**src/rtl/pfl_pkg.sv**
```systemverilog
// Shared types and the list length decode for the periodic frame list walker.
// Assumes the 3-bit size code is static while a fetch address is being formed.
package pfl_pkg;

    typedef enum logic [1:0] {
        LK_ITD  = 2'd0,
        LK_QH   = 2'd1,
        LK_SITD = 2'd2,
        LK_FSTN = 2'd3
    } link_kind_e;

    typedef enum logic {
        WK_IDLE  = 1'b0,
        WK_FETCH = 1'b1
    } walk_state_e;

    // Returns log2 of the list length selected by the extension bit and field.
    function automatic logic [3:0] list_log2(input logic ext, input logic [1:0] sel);
        logic [3:0] lg;
        if (!ext) begin
            case (sel)
                2'd0:    lg = 4'd10;
                2'd1:    lg = 4'd9;
                2'd2:    lg = 4'd8;
                default: lg = 4'd3;
            endcase
        end else begin
            case (sel)
                2'd0:    lg = 4'd7;
                2'd1:    lg = 4'd6;
                2'd2:    lg = 4'd5;
                default: lg = 4'd4;
            endcase
        end
        return lg;
    endfunction

endpackage

```
**src/rtl/pfl_index.sv**
```systemverilog
// Free-running microframe index.
// Advances by one on each qualified tick and wraps at 2**IDX_W.
// Assumes adv is already gated by the run enable.
module pfl_index #(
    parameter int IDX_W = 14
) (
    input  logic             clk,
    input  logic             rst_n,
    input  logic             adv,
    output logic [IDX_W-1:0] idx
);

    // Count qualified ticks.
    always_ff @(posedge clk) begin
        if (!rst_n) idx <= '0;
        else if (adv) idx <= idx + 1'b1;
    end

    assert_idx_step_R2: assert property (@(posedge clk) disable iff (!rst_n)
        adv |=> idx == $past(idx) + 1'b1);

    assert_idx_hold_R2: assert property (@(posedge clk) disable iff (!rst_n)
        !adv |=> $stable(idx));

endmodule

```
**src/rtl/pfl_addr.sv**
```systemverilog
// Forms the byte address of the current frame list entry.
// The base is page aligned. The slot is the index with its microframe bits dropped,
// masked to the selected length, and scaled to 4-byte entries.
module pfl_addr
    import pfl_pkg::*;
#(
    parameter int ADDR_W = 32,
    parameter int IDX_W  = 14,
    parameter int PAGE_W = 12
) (
    input  logic [ADDR_W-PAGE_W-1:0] base_hi,
    input  logic                     size_ext,
    input  logic [1:0]               size_sel,
    input  logic [IDX_W-1:0]         idx,
    output logic [ADDR_W-1:0]        elem_addr
);

    localparam int UFRAME_BITS = 3;
    localparam int ENTRY_SHIFT = 2;

    logic [3:0]       len_log;
    logic [IDX_W-1:0] slot_full;
    logic [IDX_W-1:0] slot_mask;
    logic [IDX_W-1:0] slot;

    // Decode the length and combine the base with the masked slot.
    always_comb begin
        len_log   = list_log2(size_ext, size_sel);
        slot_full = idx >> UFRAME_BITS;
        slot_mask = (IDX_W'(1) << len_log) - IDX_W'(1);
        slot      = slot_full & slot_mask;
        elem_addr = {base_hi, {PAGE_W{1'b0}}} | (ADDR_W'(slot) << ENTRY_SHIFT);
    end

endmodule

```
**src/rtl/pfl_walk.sv**
```systemverilog
// Link pointer walker.
// Fetches the frame entry on each tick and follows live pointers until a terminator.
// Drops a walk when a new tick arrives. The memory port holds each request until it
// is acknowledged, and read data arrives with the acknowledge.
module pfl_walk
    import pfl_pkg::*;
#(
    parameter int ADDR_W  = 32,
    parameter int ALIGN_W = 5
) (
    input  logic              clk,
    input  logic              rst_n,
    input  logic              run_en,
    input  logic              tick_go,
    input  logic [ADDR_W-1:0] elem_addr,
    output logic              rd_req,
    output logic [ADDR_W-1:0] rd_addr,
    input  logic              rd_ack,
    input  logic [ADDR_W-1:0] rd_data,
    output logic              item_valid,
    output logic [ADDR_W-1:0] item_addr,
    output logic [1:0]        item_type,
    output logic              overrun
);

    localparam logic [ADDR_W-1:0] ALIGN_MASK = ~((ADDR_W'(1) << ALIGN_W) - ADDR_W'(1));

    walk_state_e       st;
    logic [ADDR_W-1:0] addr_q;
    logic [ADDR_W-1:0] pend_q;
    logic              restart_q;
    logic [ADDR_W-1:0] link_addr;
    logic              link_term;
    link_kind_e        link_kind;

    // Split the returned link word into its fields.
    always_comb begin
        link_addr = rd_data & ALIGN_MASK;
        link_term = rd_data[0];
        link_kind = link_kind_e'(rd_data[2:1]);
    end

    assign rd_req  = (st == WK_FETCH);
    assign rd_addr = addr_q;

    // Walk state, fetch address and output strobes.
    always_ff @(posedge clk) begin
        if (!rst_n) begin
            st         <= WK_IDLE;
            addr_q     <= '0;
            pend_q     <= '0;
            restart_q  <= 1'b0;
            item_valid <= 1'b0;
            item_addr  <= '0;
            item_type  <= LK_ITD;
            overrun    <= 1'b0;
        end else begin
            item_valid <= 1'b0;
            overrun    <= 1'b0;
            case (st)
                WK_IDLE: begin
                    if (tick_go) begin
                        addr_q <= elem_addr;
                        st     <= WK_FETCH;
                    end
                end
                default: begin
                    if (tick_go) begin
                        overrun <= 1'b1;
                        if (rd_ack) begin
                            addr_q    <= elem_addr;
                            restart_q <= 1'b0;
                        end else begin
                            pend_q    <= elem_addr;
                            restart_q <= 1'b1;
                        end
                    end else if (rd_ack) begin
                        if (!run_en) begin
                            st        <= WK_IDLE;
                            restart_q <= 1'b0;
                        end else if (restart_q) begin
                            addr_q    <= pend_q;
                            restart_q <= 1'b0;
                        end else if (link_term) begin
                            st <= WK_IDLE;
                        end else begin
                            item_valid <= 1'b1;
                            item_addr  <= link_addr;
                            item_type  <= link_kind;
                            addr_q     <= link_addr;
                        end
                    end
                end
            endcase
        end
    end

    assert_req_hold_R5: assert property (@(posedge clk) disable iff (!rst_n)
        (rd_req && !rd_ack) |=> (rd_req && $stable(rd_addr)));

    assert_item_follow_R6: assert property (@(posedge clk) disable iff (!rst_n)
        item_valid |-> (rd_req && rd_addr == item_addr));

    assert_term_end_R7: assert property (@(posedge clk) disable iff (!rst_n)
        (rd_req && rd_ack && link_term && run_en && !tick_go && !restart_q)
        |=> (!rd_req && !item_valid));

    assert_no_item_on_overrun_R8: assert property (@(posedge clk) disable iff (!rst_n)
        overrun |-> !item_valid);

    assert_stop_idle_R10: assert property (@(posedge clk) disable iff (!rst_n)
        (rd_req && rd_ack && !run_en) |=> (!rd_req && !item_valid));

endmodule

```
**src/rtl/pfl_walker.sv**
```systemverilog
// Periodic frame list walker top.
// Ties the microframe index, entry address former and link walker together.
// Assumes frame_tick is a one-cycle pulse and the size code is stable around ticks.
module pfl_walker
    import pfl_pkg::*;
#(
    parameter int ADDR_W = 32,
    parameter int IDX_W  = 14,
    parameter int PAGE_W = 12
) (
    input  logic                     clk,
    input  logic                     rst_n,
    input  logic                     run_en,
    input  logic                     frame_tick,
    input  logic [ADDR_W-PAGE_W-1:0] base_hi,
    input  logic                     size_ext,
    input  logic [1:0]               size_sel,
    output logic                     rd_req,
    output logic [ADDR_W-1:0]        rd_addr,
    input  logic                     rd_ack,
    input  logic [ADDR_W-1:0]        rd_data,
    output logic                     item_valid,
    output logic [ADDR_W-1:0]        item_addr,
    output logic [1:0]               item_type,
    output logic                     overrun,
    output logic [IDX_W-1:0]         frame_idx
);

    logic              tick_go;
    logic [ADDR_W-1:0] elem_addr;

    // Qualify the frame tick with the run enable.
    assign tick_go = frame_tick & run_en;

    pfl_index #(.IDX_W(IDX_W)) u_index (
        .clk   (clk),
        .rst_n (rst_n),
        .adv   (tick_go),
        .idx   (frame_idx)
    );

    pfl_addr #(.ADDR_W(ADDR_W), .IDX_W(IDX_W), .PAGE_W(PAGE_W)) u_addr (
        .base_hi   (base_hi),
        .size_ext  (size_ext),
        .size_sel  (size_sel),
        .idx       (frame_idx),
        .elem_addr (elem_addr)
    );

    pfl_walk #(.ADDR_W(ADDR_W)) u_walk (
        .clk        (clk),
        .rst_n      (rst_n),
        .run_en     (run_en),
        .tick_go    (tick_go),
        .elem_addr  (elem_addr),
        .rd_req     (rd_req),
        .rd_addr    (rd_addr),
        .rd_ack     (rd_ack),
        .rd_data    (rd_data),
        .item_valid (item_valid),
        .item_addr  (item_addr),
        .item_type  (item_type),
        .overrun    (overrun)
    );

    assert_stopped_quiet_R10: assert property (@(posedge clk) disable iff (!rst_n)
        (!run_en && !rd_req) |=> (!rd_req && !overrun));

endmodule

```
**config.mk**
```make
export PLATFORM = sky130hd
export DESIGN_NAME = pfl_walker
export DESIGN_NICKNAME = d
export VERILOG_FILES = /design/src/rtl/pfl_pkg.sv /design/src/rtl/pfl_index.sv /design/src/rtl/pfl_addr.sv /design/src/rtl/pfl_walk.sv /design/src/rtl/pfl_walker.sv
export SDC_FILE = /design/constraint.sdc
export NUM_CORES = 1
export LEC_CHECK = 0
export ABC_CLOCK_PERIOD_IN_PS = 5000
export BUFFER_PORTS_ARGS = -buffer_cell sky130_fd_sc_hd__buf_4
export CAP_MARGIN = 30
export CELL_PAD_IN_SITES_DETAIL_PLACEMENT = 1
export CELL_PAD_IN_SITES_GLOBAL_PLACEMENT = 2
export CORE_ASPECT_RATIO = 1.1
export CORE_MARGIN = 2
export CORE_UTILIZATION = 31
export DETAILED_ROUTE_END_ITERATION = 8
export GPL_TIMING_DRIVEN = 0
export PLACE_DENSITY_LB_ADDON = 0.1
export SYNTH_ARGS = -nofsm -noshare
export SYNTH_HDL_FRONTEND = slang
export SYNTH_SLANG_ARGS = --single-unit
```
**constraint.sdc**
```tcl
create_clock -name clk -period 5 [get_ports clk]
set_input_delay 1 -clock clk [delete_from_list [all_inputs] [get_ports clk]]
set_output_delay 1 -clock clk [all_outputs]
set_load 0.02 [all_outputs]
```
==> impl_metrics.env, run 1 <==
export IMPL_status="finished, final reports clean"
export IMPL_critPathMaxStageDelay_ps=320
export IMPL_worst_skew_pair_late_latency_ps=350
export IMPL_fin_setup_tns_ps=0
export IMPL_ys_top_cells_by_area="dfxtp_1, nand2_1, a21oi_1"
export IMPL_comb_power_share=0.126
export IMPL_synthFlopType="dfxtp_1"
export IMPL_netlist_top_cells_count="nand2_1, dfxtp_1, a21oi_1"
export IMPL_syn_avg_cell_area_um2=8.13
export IMPL_dp_hpwl_um=13100
export IMPL_grt_overflow=0
export IMPL_layout_core_utilization=0.415
export IMPL_worst_clock_skew_ps=5.31
export IMPL_p_leak_uw=0.00249
export IMPL_final_cells=955
export IMPL_path_clk_slew_ps=70
export IMPL_critical_path_buf_inv_count=2
export IMPL_grt_pass1_wl_um=26800
export IMPL_hold_viol=0
export IMPL_die_h_um=136
export IMPL_cts_sinks=107
export IMPL_crit_required_ps=5210
export IMPL_worstPathArrival_ps=2900
export IMPL_initial_utilization=0.315
export IMPL_dieArea_um2=16800
export IMPL_endpoint_kind="flip-flop"
export IMPL_port_buffer_count=131
export IMPL_post_route_drc_count=0
export IMPL_r2r_start="u_walk.rd_req"
export IMPL_hold_buffers=0
export IMPL_tightest_slew_ps=628
export IMPL_synth_seq_cells=107
export IMPL_place_congestion=0.813
export IMPL_num_antenna_cells=0
export IMPL_swShare=0.260
export IMPL_max_clock_path_buffers=2
export IMPL_post_drt_wl_per_cell_um=18.4
export IMPL_grt_total_usage=0.211
export IMPL_yosysUniqueCellTypes=49
export IMPL_synth_top_cell_area_share=0.438
export IMPL_p_switching_uw=484
export IMPL_vias=4861
export IMPL_slew_headroom=0.581
export IMPL_grt_pass1_vias=4975
export IMPL_cts_buffers=9
export IMPL_maxCapViolCount=0
export IMPL_worstSetupPathType="in2reg"
export IMPL_reg2reg_slack_ps=3050
export IMPL_synth_warnings=0
export IMPL_synth_top_area_cell="dfxtp_1"
export IMPL_setup_viol=0
export IMPL_drt_first_pass_iters=4
export IMPL_syn_area_um2=4900
export IMPL_fin_crit_sh=0.537
export IMPL_hp_class="reg2reg"
export IMPL_htreeDepth=3
export IMPL_hold_path_endpoint="u_walk.item_addr[18]"
export IMPL_coreArea_um2=15600
export IMPL_max_freq_mhz=373
export IMPL_p_int_uw=1380
export IMPL_rsz0062_at_grt="no"
export IMPL_cts_tree="done"
export IMPL_cts_resized=0
export IMPL_reg2regPathDepth=6
export IMPL_power_per_cell_area_nw_per_um2=288
export IMPL_ctsRootBufferMaster="clkbuf_16"
export IMPL_p_clk_frac=0.401
export IMPL_r2r_end="u_walk.rd_addr[24]"
export IMPL_synth_most_common_cell="nand2_1"
export IMPL_viasPerCell=5.09
export IMPL_path_cells="buf_4 > ha_1 > clkbuf_1 > nor2b_1 > nand2_1 > ha_1 > xnor2_1 > a41oi_1 > nor2b_1 > o22ai_1"
export IMPL_rows=48
export IMPL_async_reset_ff_frac=0
export IMPL_ir_drop_uv=148
export IMPL_grt_max_degree=17
export IMPL_critPathSlowestCell="a41oi_1"
export IMPL_fin_nets=817
export IMPL_synth_edff_count=0
export IMPL_cp_max_fo=9
export IMPL_drt_total_wl_um=17500
export IMPL_cp_start_kind="input port"
export IMPL_io_pins=143
export IMPL_timing_final_crit_period_ps=2680
export IMPL_drive_gt1_frac=0.241
export IMPL_pwr_share_seq=0.473
export IMPL_placedCellCount=939
export IMPL_areaGrowthSynthToFinish_pct=31.9
export IMPL_ant_nets=0
export IMPL_antenna_found_initial=0
export IMPL_hold_path_depth=2
export IMPL_postSynthCellCount=602
export IMPL_drv_slew=0
export IMPL_drt_iter0_drc=195
export IMPL_die_w_um=124
export IMPL_ys_seq_area_frac=0.438
export IMPL_post_cts_buffers=0
export IMPL_critical_path_top_delay_family="simple AND/OR/NAND/NOR gates"
export IMPL_min_delay_start="u_walk.item_addr[18]"
## logic make-up after synthesis
logic type | after synthesis | synth area share
AOI/OAI and AO/OA | 162 | 0.200
other | 2 | 0.00153
xor gates and xnor gates | 11 | 0.0197
and+or+nand+nor | 221 | 0.203
muxes | 30 | 0.0613
DFF | 107 | 0.438
buffers and inverters | 62 | 0.0595
adders and majority gates | 7 | 0.0179
## area by class of cell
cell class	instances	area, um2
fill	1912	9100
buffer	55	265
timing repair buffer	131	983
sequential	107	2140
multi-input combinational	439	2480
tap	200	250
clock inverter	4	48.8
inverter	7	26.3
clock buffer	12	256
## worst reg2reg max path, cell delays in order, from the launching register on
cell and delay [ps]:
dfxtp_1 510, a21boi_2 390, buf_2 300, buf_2 330, nand2_1 110, o2111ai_1 90, a21oi_1 90
## through the flow
stage | area (um2) | power (uW) | setup slack, ps | hold slack (ps)
2_1_floorplan | 4920 | 1020 | 2430 | 436
3_3_place_gp | 6150 | 1130 | 1970 | 442
3_5_place_dp | 6150 | 1140 | 1910 | 450
4_1_cts | 6460 | 1880 | 2290 | 459
5_1_grt | 6460 | 1930 | 2120 | 478
6_report | 6460 | 1860 | 2320 | 458
## cells in the final DEF (no fill, tap or decap), types with 6 or more instances in the layout
cell	synthesis	routed
clkbuf_16	0	9
buf_4	9	140
clkbuf_1	24	25
xnor2_1	6	6
nor2_1	19	19
nand4_1	6	6
o21ai_0	26	26
ha_1	7	7
nand2_1	148	148
mux2i_1	30	30
nand3_1	12	12
inv_1	6	6
conb_1	2	8
buf_2	18	18
o2111ai_1	24	24
a21oi_1	88	88
dfxtp_1	107	107
## state kept, by name, indices dropped and copies added (netlist names), 2 cells and up
name              count
u_walk.item_addr     27
u_walk.item_type      2
u_walk.pend_q        30
u_index.idx          14
u_walk.rd_addr       30
## routing by layer
layer	track usage	vias to the layer above	part of all wire
met4	0.0783	0	0.022
met2	0.357	97	0.49
met1	0.272	2355	0.45
li1	-	2386	-
met3	0.0290	23	0.036
met5	0	-	0
## power by group through the flow
| stage | Clock [uW] | Sequential [uW] | Combinational (uW) |
|---|---|---|---|
| 6_report | 746 | 881 | 234 |
| 5_1_grt | 798 | 883 | 254 |
| 3_3_place_gp | 0 | 901 | 232 |
| 3_5_place_dp | 0 | 901 | 235 |
| 4_1_cts | 765 | 881 | 236 |
| 2_1_floorplan | 0 | 917 | 104 |
## worst max path at each step
stage | startpoint | slack [ps] | cells past startpoint | endpoint
2_1_floorplan | size_sel[0] | 2430 | 9 | u_walk.rd_addr[12]
3_3_place_gp | size_sel[1] | 1970 | 10 | u_walk.rd_addr[12]
3_5_place_dp | size_sel[1] | 1910 | 10 | u_walk.rd_addr[12]
4_1_cts | size_sel[1] | 2290 | 10 | u_walk.rd_addr[12]
5_1_grt | size_sel[1] | 2120 | 10 | u_walk.rd_addr[12]
6_report | size_sel[1] | 2320 | 10 | u_walk.rd_addr[12]
Note: power is estimated with default switching activity, not from simulation.
==> run 2: changes to the inputs <==
--- a/config.mk
+++ b/config.mk
@@ -5,14 +5,14 @@
 export SDC_FILE = /design/constraint.sdc
 export NUM_CORES = 1
 export LEC_CHECK = 0
-export ABC_CLOCK_PERIOD_IN_PS = 5000
+export ABC_CLOCK_PERIOD_IN_PS = 2430
 export BUFFER_PORTS_ARGS = -buffer_cell sky130_fd_sc_hd__buf_4
 export CAP_MARGIN = 30
 export CELL_PAD_IN_SITES_DETAIL_PLACEMENT = 1
 export CELL_PAD_IN_SITES_GLOBAL_PLACEMENT = 2
 export CORE_ASPECT_RATIO = 1.1
 export CORE_MARGIN = 2
-export CORE_UTILIZATION = 31
+export CORE_UTILIZATION = 26
 export DETAILED_ROUTE_END_ITERATION = 8
 export GPL_TIMING_DRIVEN = 0
 export PLACE_DENSITY_LB_ADDON = 0.1
==> constraint.sdc (replaced) <==
create_clock -name clk -period 2.43 [get_ports clk]
set_input_delay 0.486 -clock clk [delete_from_list [all_inputs] [get_ports clk]]
set_output_delay 0.486 -clock clk [all_outputs]
set_load 0.02 [all_outputs]
==> run 2 against run 1 <==
Against the previous run:
- sequential power up 110%
- worst hold slack worse by 120 ps
- total power is 110% higher
- combinational power up 110%
- critical path depth is the same
- core utilization shrank 6.0 points
- via count shrank 0.84%
- critical path type unchanged
- critical endpoint unchanged
- highest routed layer unchanged
==> impl_metrics.env, run 2 (synthesis results as in run 1) <==
export IMPL_p_leak_uw=0.00250
export IMPL_coreArea_um2=18400
export IMPL_hold_buffers=0
export IMPL_io_pins=143
export IMPL_place_area_um2=6210
export IMPL_cts_sinks=107
export IMPL_ctsRootBufferMaster="clkbuf_16"
export IMPL_ant_nets=0
export IMPL_mostFrequentLayoutCell="nand2_1"
export IMPL_slew_headroom=0.511
export IMPL_hold_viol=0
export IMPL_drt_iter0_drc=169
export IMPL_initial_utilization=0.266
export IMPL_grt_total_usage=0.186
export IMPL_cp_max_fo=9
export IMPL_mostFrequentLayoutCells="nand2_1, buf_4, dfxtp_1"
export IMPL_max_clock_path_buffers=2
export IMPL_max_freq_mhz=456
export IMPL_post_cts_buffers=0
export IMPL_rows=52
export IMPL_timing_final_crit_period_ps=2190
export IMPL_power_per_cell_area_nw_per_um2=605
export IMPL_worstSetupPathType="in2reg"
export IMPL_path_clk_slew_ps=80
export IMPL_fin_nets=817
export IMPL_cts_buffers=9
export IMPL_stdcell_area_um2=6530
export IMPL_ir_drop_uv=320
export IMPL_post_drt_wl_per_cell_um=18.4
export IMPL_cp_start_kind="input port"
export IMPL_rsz0062_at_grt="no"
export IMPL_status="finished, final reports clean"
export IMPL_tightest_slew_ps=733
export IMPL_endpoint_kind="flip-flop"
export IMPL_grt_max_degree=19
export IMPL_dieArea_um2=19900
export IMPL_drt_first_pass_iters=4
export IMPL_cts_resized=0
export IMPL_port_buffer_count=131
export IMPL_hp_class="in2reg"
export IMPL_viasPerCell=4.83
export IMPL_dp_hpwl_um=13700
export IMPL_cts_tree="done"
export IMPL_die_h_um=148
export IMPL_worstPathArrival_ps=2400
export IMPL_crit_required_ps=2640
export IMPL_maxCapViolCount=0
export IMPL_grt_overflow=0
export IMPL_fillCellCount=2226
export IMPL_holdWs_ps=340
export IMPL_grt_pass1_wl_um=28200
export IMPL_worst_clock_skew_ps=10.9
export IMPL_fin_crit_sh=0.902
export IMPL_setup_viol=0
export IMPL_post_route_drc_count=0
export IMPL_vias=4820
export IMPL_final_cells=998
export IMPL_drt_total_wl_um=18300
export IMPL_drive_gt1_frac=0.242
export IMPL_die_w_um=135
export IMPL_place_congestion=0.824
export IMPL_antenna_found_initial=0
export IMPL_grt_pass1_vias=4904
export IMPL_drv_slew=0
export IMPL_num_antenna_cells=0
export IMPL_placedCellCount=982
export IMPL_areaGrowthSynthToFinish_pct=33.4
export IMPL_worst_skew_pair_late_latency_ps=360
export IMPL_htreeDepth=3
==> run 2: through the flow <==
| stage | utilization | worst slack (ps) | setup TNS (ps) | power (uW) |
|---|---|---|---|---|
| final | 0.355 | 238 | 0 | 3950 |
| after global routing | 0.355 | 31.2 | 0 | 4130 |
| after CTS | 0.355 | 241 | 0 | 4000 |
| after detailed placement | 0.337 | -140 | -140 | 2350 |
| after global placement | 0.337 | -109 | -109 | 2340 |
| after floorplan | - | 379 | 0 | 2100 |
==> run 2: critical path, stage by stage <==
cell and delay (ps):
buf_4 120, ha_1 140, clkbuf_1 300, nor2b_1 220, nand2_1 80, ha_1 300, xnor2_1 160, a41oi_1 310
nor2b_1 200, o22ai_1 90
==> run 2: path summary, 6_finish.rpt <==
path | start | endpoint | slack (ps) | cells after the start
max | size_sel[1] | u_walk.rd_addr[12] | 240 | 10
min | rd_ack | u_walk.restart_q | 340 | 2
max reg2reg | u_walk.restart_q | u_walk.item_addr[30] | 430 | 6
min reg2reg | u_walk.item_addr[18] | u_walk.item_addr[18] | 460 | 2
==> run 2: metal layers <==
metal  GRT usage  up-vias  part of all wire
met5           0        -                 0
met4      0.0621        0             0.018
met3      0.0281       18             0.037
met2       0.306      102              0.47
met1       0.248     2324              0.47
li1            -     2376                 -
==> run 2: power by group <==
part           switching, uW  leakage (uW)  internal [uW]
clock network            737      0.000158            914
registers               23.2      0.000866           1790
logic                    300       0.00148            189
total                   1060       0.00250           2890
==> run 2: layout make-up <==
| type | instances | area [um2] | area share |
|---|---|---|---|
| Clock buffer | 9 | 225 | 0.0345 |
| Timing Repair Buffer | 131 | 983 | 0.151 |
| Clock inverter | 7 | 101 | 0.0155 |
| Tap cell | 243 | 304 | 0.0465 |
| Buffer | 55 | 265 | 0.0406 |
| Inverter | 7 | 26.3 | 0.00402 |
| Multi-Input combinational cell | 439 | 2480 | 0.380 |
| Sequential cell | 107 | 2140 | 0.328 |
